**src/rtl/spec_token_tracker.sv**
```systemverilog
module spec_token_tracker #(
  parameter int NREGS  = 128,
  parameter int ADDR_W = 32,
  localparam int IDX_W = $clog2(NREGS)
) (
  input  logic              clk,
  input  logic              rst_n,
  input  logic              op_valid,
  input  logic [2:0]        op_kind,
  input  logic [IDX_W-1:0]  src_a,
  input  logic [IDX_W-1:0]  src_b,
  input  logic [IDX_W-1:0]  dst,
  input  logic              ld_fault,
  input  logic [ADDR_W-1:0] recover_pc,
  input  logic              flush,
  output logic              redirect,
  output logic [ADDR_W-1:0] redirect_pc,
  output logic              hard_fault
);
  localparam logic [2:0] K_ALU = 3'd1, K_SLD = 3'd2, K_LD = 3'd3,
                         K_ST  = 3'd4, K_BR  = 3'd5, K_CHK = 3'd6;

  logic [NREGS-1:0] tok_q;
  logic live, pa, pb, wr_en, wr_val;

  assign live = op_valid && !flush;
  assign pa   = (src_a != '0) && tok_q[src_a];
  assign pb   = (src_b != '0) && tok_q[src_b];

  always_comb begin
    wr_en  = 1'b0;
    wr_val = 1'b0;
    case (op_kind)
      K_ALU: begin wr_en = 1'b1; wr_val = pa | pb;       end
      K_SLD: begin wr_en = 1'b1; wr_val = ld_fault | pa; end
      K_LD:  begin wr_en = 1'b1; wr_val = 1'b0;          end
      default: ;
    endcase
  end

  always_ff @(posedge clk or negedge rst_n) begin
    if (!rst_n)
      tok_q <= '0;
    else if (live && wr_en && dst != '0)
      tok_q[dst] <= wr_val;
  end

  always_ff @(posedge clk or negedge rst_n) begin
    if (!rst_n) begin
      redirect    <= 1'b0;
      redirect_pc <= '0;
      hard_fault  <= 1'b0;
    end else begin
      redirect    <= live && op_kind == K_CHK && pa;
      redirect_pc <= (live && op_kind == K_CHK && pa) ? recover_pc : '0;
      hard_fault  <= live && ((op_kind == K_ST && (pa || pb)) ||
                              (op_kind == K_BR && pa));
    end
  end
endmodule


```
**config.mk**
```make
export PLATFORM = sky130hd
export DESIGN_NAME = spec_token_tracker
export DESIGN_NICKNAME = d
export VERILOG_FILES = /design/src/rtl/spec_token_tracker.sv
export SDC_FILE = /design/constraint.sdc
export NUM_CORES = 1
export LEC_CHECK = 0
export BUFFER_PORTS_ARGS = -buffer_cell sky130_fd_sc_hd__buf_2
export CORE_ASPECT_RATIO = 0.9
export CORE_MARGIN = 5
export CORE_UTILIZATION = 44
export DETAILED_ROUTE_END_ITERATION = 8
export MAX_ROUTING_LAYER = met4
export PLACE_DENSITY_LB_ADDON = 0.2
export SLEW_MARGIN = 15
export SYNTH_ARGS = -nofsm -noshare
export SYNTH_HDL_FRONTEND = slang
export SYNTH_SLANG_ARGS = --single-unit
```
**constraint.sdc**
```tcl
create_clock -name clk -period 4.7 [get_ports clk]
set_input_delay 0.47 -clock clk [delete_from_list [all_inputs] [get_ports clk]]
set_output_delay 0.47 -clock clk [all_outputs]
set_load 0.01 [all_outputs]
```
# == Yosys cells after proc, flatten, opt, wreduce, memory -nomap -nowiden ==
# Cells that the tools add are included.
# totals
regBits,162
in_bits,61
out_inout_bits,34
word_cells,44
# op_classes
n_lt_le_gt_ge,4
n_eq_ne,6
n_mux,10
n_bitwise,2
n_reduce_logical,18
# ops
cell,count
bitwise mux 128 bit,1
2-to-1 mux 32 bit,1
"< comparator 7 x 8 -> 1 bit, second input constant",3
nonzero test 7 bit,3
binary-select mux 1 bit (select 7 bit),2
logical AND 1 bit,11
"== test 3 bit, second input constant",3
demux 1 bit (select 7 bit),1
"greater-or-equal comparator 7 x 1 -> 1 bit, second input constant",1
"== test 3 x 2 -> 1 bit, second input constant",2
2-to-1 mux 1 bit,4
"== test 3 x 1 -> 1 bit, second input constant",1
OR reduction 3 bit,1
logical OR 1 bit,2
bitwise OR 1 bit,2
one-hot mux 1 bit (2 select lines),1
logical NOT 1 bit,1

# == Longest topological paths before layout ==
# Gate-level depths: netlist of the first run.
# depth
depth_word,7
ltp_mapped,13

# == Worst setup path after synthesis of the first run ==
# Ideal clock, no wire load.
# synth_path
kind,in2reg
from,in src_b[1]
to,reg tok_q[29]
setup_time_ns,0.126
arrival_time_ns,2.650
required_ns,4.574
setup_slack_ns,1.924
stages,12
path_cell_list,buf_4 -> buf_6 -> buf_6 -> mux4_2 -> mux4_2 -> mux2_2 -> nand2_1 -> a22oi_1 -> buf_2 -> buf_1 -> o21ai_0 -> nand3_1
# synth_via
elab_chain_len,6
# synth_rtl
item,line_no,text
"start, declared",11,"input logic [IDX_W-1:0] src_b,"
binary-select mux 1 bit (select 7 bit),28,assign pb = (src_b != '0) && tok_q[src_b];
2-to-1 mux 1 bit (implied by the code),28,
logical AND 1 bit (*),28,
bitwise OR 1 bit (*),34,K_ALU: begin wr_en = 1'b1; wr_val = pa | pb; end
one-hot mux 1 bit (2 select lines) (*),33,case (op_kind)
bitwise mux 128 bit (*),45,tok_q[dst] <= wr_val;
"end signal, assigned by index",45,
"end, declared",23,logic [NREGS-1:0] tok_q;
# Every way passes the cells marked *; elsewhere a longest branch is shown, timed or not. The select of a mux whose other input is x is not followed.
# A chain may end at the register's enable or synchronous reset.

# == Worst setup path in the final report of the first run ==
# layout_path
from,in src_a[1]
to,reg tok_q[32]
# layout_via
elab_chain_len,6
# layout_rtl
item,line_no,text
"start, declared",10,"input logic [IDX_W-1:0] src_a,"
binary-select mux 1 bit (select 7 bit),27,assign pa = (src_a != '0) && tok_q[src_a];
2-to-1 mux 1 bit (implied by the code),27,
logical AND 1 bit (*),27,
bitwise OR 1 bit (on tied branches),"35, 34",
one-hot mux 1 bit (2 select lines) (*),33,
bitwise mux 128 bit (*),45,
# Marks and branches as above.

==> results of run 1 <==
[cell usage in the layout (no fill, tap or decap), types with 3 or more instances in the layout]
cell,Yosys,final
nor2_1,265,264
nand2_1,265,264
dfrtp_1,162,162
nand3_1,132,132
nand3_2,110,110
buf_2,23,93
o21ai_1,79,79
mux4_2,65,65
o21ai_0,48,48
and2_1,32,32
buf_4,7,26
mux2i_1,18,18
clkbuf_16,0,17
o211ai_1,15,15
nand2b_1,10,10
nor2b_1,8,7
inv_1,6,6
a22oi_1,7,6
nor3_1,9,6
inv_8,0,5
clkinv_4,0,4
a31oi_1,3,3
nor4_2,1,3
a311oi_1,3,3
nor3_2,0,3
buf_12,6,3
[power groups by stage]
| stage | clock network [uW] | registers, uW | logic (uW) |
|---|---|---|---|
| finish | 1430 | 1410 | 385 |
| global route | 1510 | 1410 | 411 |
| CTS | 1450 | 1410 | 384 |
| detailed placement | 0 | 1440 | 384 |
| global placement | 0 | 1440 | 382 |
| floorplan | 0 | 1440 | 255 |
[per-stage QoR]
| stage | cell area [um^2] | instances |
|---|---|---|
| 6_report | 12800 | 1775 |
| 5_1_grt | 12800 | 1775 |
| 4_1_cts | 12800 | 1773 |
| 3_5_place_dp | 12200 | 1741 |
| 3_3_place_gp | 12200 | 1741 |
| 2_1_floorplan | 11700 | 1393 |
[flip-flops by register name, summed over array words and instances (netlist names)]
register and cells:
redirect_pc 32, redirect 1, tok_q 128, hard_fault 1
[final timing paths]
| kind | startpoint | depth (start not counted) | to |
|---|---|---|---|
| setup / recovery | src_a[1] | 9 | tok_q[32]$_DFFE_PN0P_ |
| hold / removal | rst_n | 1 | tok_q[105]$_DFFE_PN0P_ |
| setup reg to reg | tok_q[93]$_DFFE_PN0P_ | 8 | tok_q[32]$_DFFE_PN0P_ |
| hold reg to reg | tok_q[0]$_DFFE_PN0P_ | 0 | tok_q[0]$_DFFE_PN0P_ |
| max in group asynchronous | rst_n | 2 | redirect_pc[11]$_DFF_PN0_ |
| min in group clk | recover_pc[28] | 2 | redirect_pc[28]$_DFF_PN0_ |
[kinds of logic after synthesis]
family | synth area share, %
multiplexers | 14.8
AND/OR/NAND/NOR | 36.2
AO/OA/AOI/OAI | 8.12
buffers and inverters | 6.14
flip-flops | 34.8
[worst max-delay path, stage by stage]
cell      delay [ns]
buf_2           0.55
mux4_2          0.58
mux2i_1         0.40
o221ai_1        0.22
nor4_2          0.57
nor3_2          0.11
buf_4           0.38
o21ai_0         0.28
o211ai_1        0.12
[layer usage]
layer  track usage, %  up-vias  part of all wire, %
met3             5.73       88                  9.2
li1                 -     4876                    -
met1             35.9     5234                   41
met2             38.0      553                   46
met5                -        -                    0
met4             8.59        0                  3.0
[cell type report]
type | instances | area share, %
clock inverter | 13 | 1.14
inverter | 6 | 0.176
clock buffer | 19 | 3.39
timing repair buffer | 123 | 5.73
sequential | 162 | 31.7
multi-input combinational | 1102 | 54.4
tap | 348 | 3.41
antenna | 2 | 0.0392
==> impl_metrics.csv, run 1 <==
group,metric,value,unit
clock_network,cts-root-buf,"clkbuf_16",
floorplan,die_h,164,um
critical_path,cp_max_fo,72,
sta,clock.fmax,0.292,GHz
synthesis,syn_avg_cell_area,8.37,um^2
synthesis,synth-seq-cells,162,
power_and_ir_drop,p_sw,975,uW
place,place.port_buffers,94,
clock_network,post-cts-setup-buffers,0,
power_and_ir_drop,internal-power,2250,uW
cells_and_area,drive_gt1_share,24.2,%
power_and_ir_drop,combPwrFrac,11.9,%
power_and_ir_drop,peakVddDrop,211,uV
power_and_ir_drop,finalPower,3220,uW
detailed_routing,via_per_inst,6.06,
clock_network,numCtsBuffers,17,
synthesis,yosysSeqAreaShare,34.8,%
grt,grt_pass1_wl,59.1,mm
place,dp_slack,0.855,ns
floorplan,die_x,182,um
synthesis,syn_inst,1393,
floorplan,dieArea,0.0298,mm^2
critical_path,worstPathArrival,3.73,ns
sta,final_max_slew_viol_count,0,
grt,grt_max_degree,87,
sta,period_minus_slack,3.42,ns
sta,final.setup.worst_slack,1.28,ns
cells_and_area,syn_to_final_growth,9.64,%
power_and_ir_drop,clkPwrFrac,44.3,%
critical_path,worst_setup_path_end_kind,"flip-flop",
sta,skew,0.00950,ns
clock_network,clock_path_buffers,2,
critical_path,required,5.01,ns
sta,rsz0062_at_grt,"no",
floorplan,start_util,44.7,%
synthesis,synth_edf_count,0,
detailed_routing,drtPass1Iterations,7,
grt,grt_overflow,0,
clock_network,clk_pin_slew,0.07,ns
synthesis,synth_cell_types,47,
run,drv_cap,0,
synthesis,synth_top_area_share,34.8,%
grt,grtUsageTotal,25.9,%
detailed_routing,totalWireLength,37.7,mm
critical_path,r2r_setup_slack,1.57,ns
clock_network,hold_buffers,0,
sta,hold-worst-slack,0.0920,ns
floorplan,boundaryPins,95,
detailed_routing,detail-route-antenna-nets,0,
synthesis,synth_common_cells,"265 x nand2_1, 265 x nor2_1, 162 x dfrtp_1",
sta,finalHoldViolCount,0,
grt,grt_pass1_vias,10200,
cells_and_area,final_net_count,1473,
detailed_routing,drcViolationCount,0,
synthesis,synth_area_leaders,"dfrtp_1 35%, mux4_2 13%, nand3_2 9.4%, nand2_1 8.5%, nor2_1 8.5%",
place,place_congestion,0.898,
clock_network,cts_tree,"built",
sta,slew_headroom,22.9,%
cells_and_area,multi_input_area,0.00695,mm^2
floorplan,core_area,0.0261,mm^2
synthesis,yosysTopAreaCell,"dfrtp_1",
power_and_ir_drop,leakagePower,0.00535,uW
grt,antenna_found_initial,2,
power_and_ir_drop,pwr-share-seq,43.8,%
min_path,worstHoldPathType,"input pin to async pin",
synthesis,synth_area,0.0117,mm^2
detailed_routing,wire_per_inst,21.2,um
critical_path,start_kind,"input pin",
sta,tns,0,ns
clock_network,insertion_delay,0.45,ns
critical_path,path_class,"input pin to flip-flop",
sta,setup_viol,0,
clock_network,cts.sinks,162,
power_and_ir_drop,p_per_area,252,mW/mm^2
sta,worstMarginPinSlew,1.15,ns
detailed_routing,drt_iter0_drc,1315,
synthesis,synth_fp_nets,1454,
cells_and_area,utilization,49.0,%
clock_network,cts_resized,0,
synthesis,synth_ff_type,"dfrtp_1",
run_status,status,"completed",
synthesis,synth_warnings,0,
place,hpwl,22.9,mm
cells_and_area,fill_cells,2509,
synthesis,async_reset_ff_share,100,%
clock_network,cts_max_level,4,
sta,timing.final.crit_share,72.8,%
power_and_ir_drop,p_sw_share,30.2,%
cells_and_area,ff_latch_area,0.00405,mm^2
detailed_routing,vias,10800,
floorplan,rows,56,
(Power assumes the default switching activity.)
==> run 2: changes to the inputs <==
- clock period: 4.7 -> 3.14 ns (I/O delays scaled with it)
==> impl_metrics.csv, run 2 (same netlist as run 1, synthesis figures left out) <==
group,metric,value,unit
grt,use_met1,37.0,%
sta,worstMarginPinSlew,0.780,ns
cells_and_area,largest_reg_flops,128,
grt,grt_pass1_wl,60.8,mm
place,hpwl,24.0,mm
floorplan,rows,56,
run,drv_cap,0,
sta,timing.final.crit_share,89.8,%
sta,clock.fmax,0.355,GHz
cells_and_area,fill_cells,2440,
place,place.port_buffers,94,
floorplan,die_h,164,um
power_and_ir_drop,leakagePower,0.00559,uW
sta,rsz0062_at_grt,"no",
cells_and_area,drive_gt1_share,25.9,%
floorplan,boundaryPins,95,
floorplan,start_util,44.7,%
clock_network,post-cts-setup-buffers,0,
grt,grt_pass1_vias,10500,
sta,slew_headroom,47.8,%
critical_path,cp_max_fo,32,
clock_network,cts.sinks,162,
clock_network,hold_buffers,1,
sta,period_minus_slack,2.82,ns
cells_and_area,multi_input_area,0.00694,mm^2
cells_and_area,ff_latch_area,0.00405,mm^2
cells_and_area,layout_common_cells,"265 x nor2_1, 264 x nand2_1, 162 x dfrtp_1",
grt,grt_overflow,0,
clock_network,cts_max_level,4,
detailed_routing,drcViolationCount,0,
sta,setup_viol,0,
grt,grtUsageTotal,26.6,%
power_and_ir_drop,peakVddDrop,414,uV
clock_network,cts-root-buf,"clkbuf_16",
floorplan,dieArea,0.0298,mm^2
detailed_routing,detail-route-antenna-nets,0,
critical_path,required,3.46,ns
detailed_routing,vias,10800,
clock_network,numCtsBuffers,17,
detailed_routing,drtPass1Iterations,6,
clock_network,cts_tree,"built",
cells_and_area,final_common_cell,"nor2_1",
sta,hold-worst-slack,0.0632,ns
clock_network,cts_resized,0,
power_and_ir_drop,finalPower,4910,uW
critical_path,r2r_setup_slack,0.32,ns
sta,final_max_slew_viol_count,0,
clock_network,clk_pin_slew,0.08,ns
power_and_ir_drop,p_per_area,371,mW/mm^2
critical_path,path_class,"flip-flop to flip-flop",
critical_path,worstPathArrival,3.14,ns
critical_path,start_kind,"flip-flop",
sta,tns,0,ns
floorplan,core_area,0.0261,mm^2
cells_and_area,utilization,50.8,%
grt,antenna_found_initial,2,
place,place_congestion,0.894,
clock_network,insertion_delay,0.45,ns
detailed_routing,totalWireLength,38.0,mm
cells_and_area,largestRegisters,"tok_q x128, redirect_pc x32",
detailed_routing,drt_iter0_drc,1292,
cells_and_area,final_net_count,1506,
grt,grt_max_degree,74,
floorplan,die_x,182,um
min_path,worstHoldPathType,"input pin to flip-flop",
sta,finalHoldViolCount,0,
critical_path,worst_setup_path_end_kind,"flip-flop",
clock_network,clock_path_buffers,2,
grt,grt_use_met2,38.8,%
detailed_routing,wire_per_inst,21.0,um
grt,use_met3,6.45,%
run_status,status,"completed",
cells_and_area,syn_to_final_growth,13.5,%
grt,grt.busiest_layer,"met2",
detailed_routing,via_per_inst,5.98,
sta,skew,0.0161,ns
cells_and_area,regMostFlops,"tok_q",
run 2: cell count changes in the layout (fill, tap and decap cells not counted), moves of 2 or more:
| cell | before | now |
|---|---|---|
| clkinv_4 | 4 | 1 |
| clkinv_8 | 0 | 4 |
| inv_6 | 1 | 3 |
| buf_12 | 3 | 19 |
| buf_4 | 26 | 42 |
| clkbuf_1 | 2 | 0 |
run 2: area by class of cell:
class / instances / share of cell area [%]
Timing Repair Buffer: 156 / 8.93
Multi-Input combinational cell: 1102 / 52.5
Clock inverter: 15 / 1.25
Clock buffer: 17 / 3.21
Tap cell: 348 / 3.29
Inverter: 6 / 0.170
Sequential cell: 162 / 30.6
Antenna cell: 2 / 0.0378
run 2: where the power goes:
group	leakage, uW	internal (uW)	switching, uW
logic	0.00305	197	456
clock network	0.000283	1070	1080
registers	0.00226	2100	12.2
run 2: metal layers:
| layer | wire length, um | part of all wire (%) |
|---|---|---|
| met1 | 16600 | 44 |
| met2 | 17100 | 45 |
| met3 | 3550 | 9.3 |
| met4 | 779 | 2.0 |
| met5 | 0 | 0 |
run 2: worst max-delay path: stages, from the launching register on:
cell and delay [ns]:
dfrtp_1 0.41, mux4_1 0.53, mux4_2 0.45, or2_0 0.22
a31oi_1 0.25, nor3_2 0.11, buf_4 0.19, buf_12 0.17
o21ai_1 0.23, nand3_2 0.11
run 2: final timing paths:
| path | from | end | cells past startpoint |
|---|---|---|---|
| setup / recovery | tok_q[53]$_DFFE_PN0P_ | tok_q[107]$_DFFE_PN0P_ | 9 |
| hold / removal | recover_pc[20] | redirect_pc[20]$_DFF_PN0_ | 2 |
| setup reg to reg | tok_q[53]$_DFFE_PN0P_ | tok_q[107]$_DFFE_PN0P_ | 9 |
| hold reg to reg | tok_q[0]$_DFFE_PN0P_ | tok_q[0]$_DFFE_PN0P_ | 0 |
| max in group asynchronous | rst_n | tok_q[32]$_DFFE_PN0P_ | 3 |
| min in group asynchronous | rst_n | tok_q[85]$_DFFE_PN0P_ | 2 |
run 2: per-stage QoR:
step	worst slack (ns)	std cells	cell area [um^2]
floorplan	0.520	1393	11700
global placement	0.0861	1773	12600
detailed placement	0.0666	1773	12600
CTS	0.316	1806	13200
global route	0.197	1808	13200
finish	0.320	1808	13200
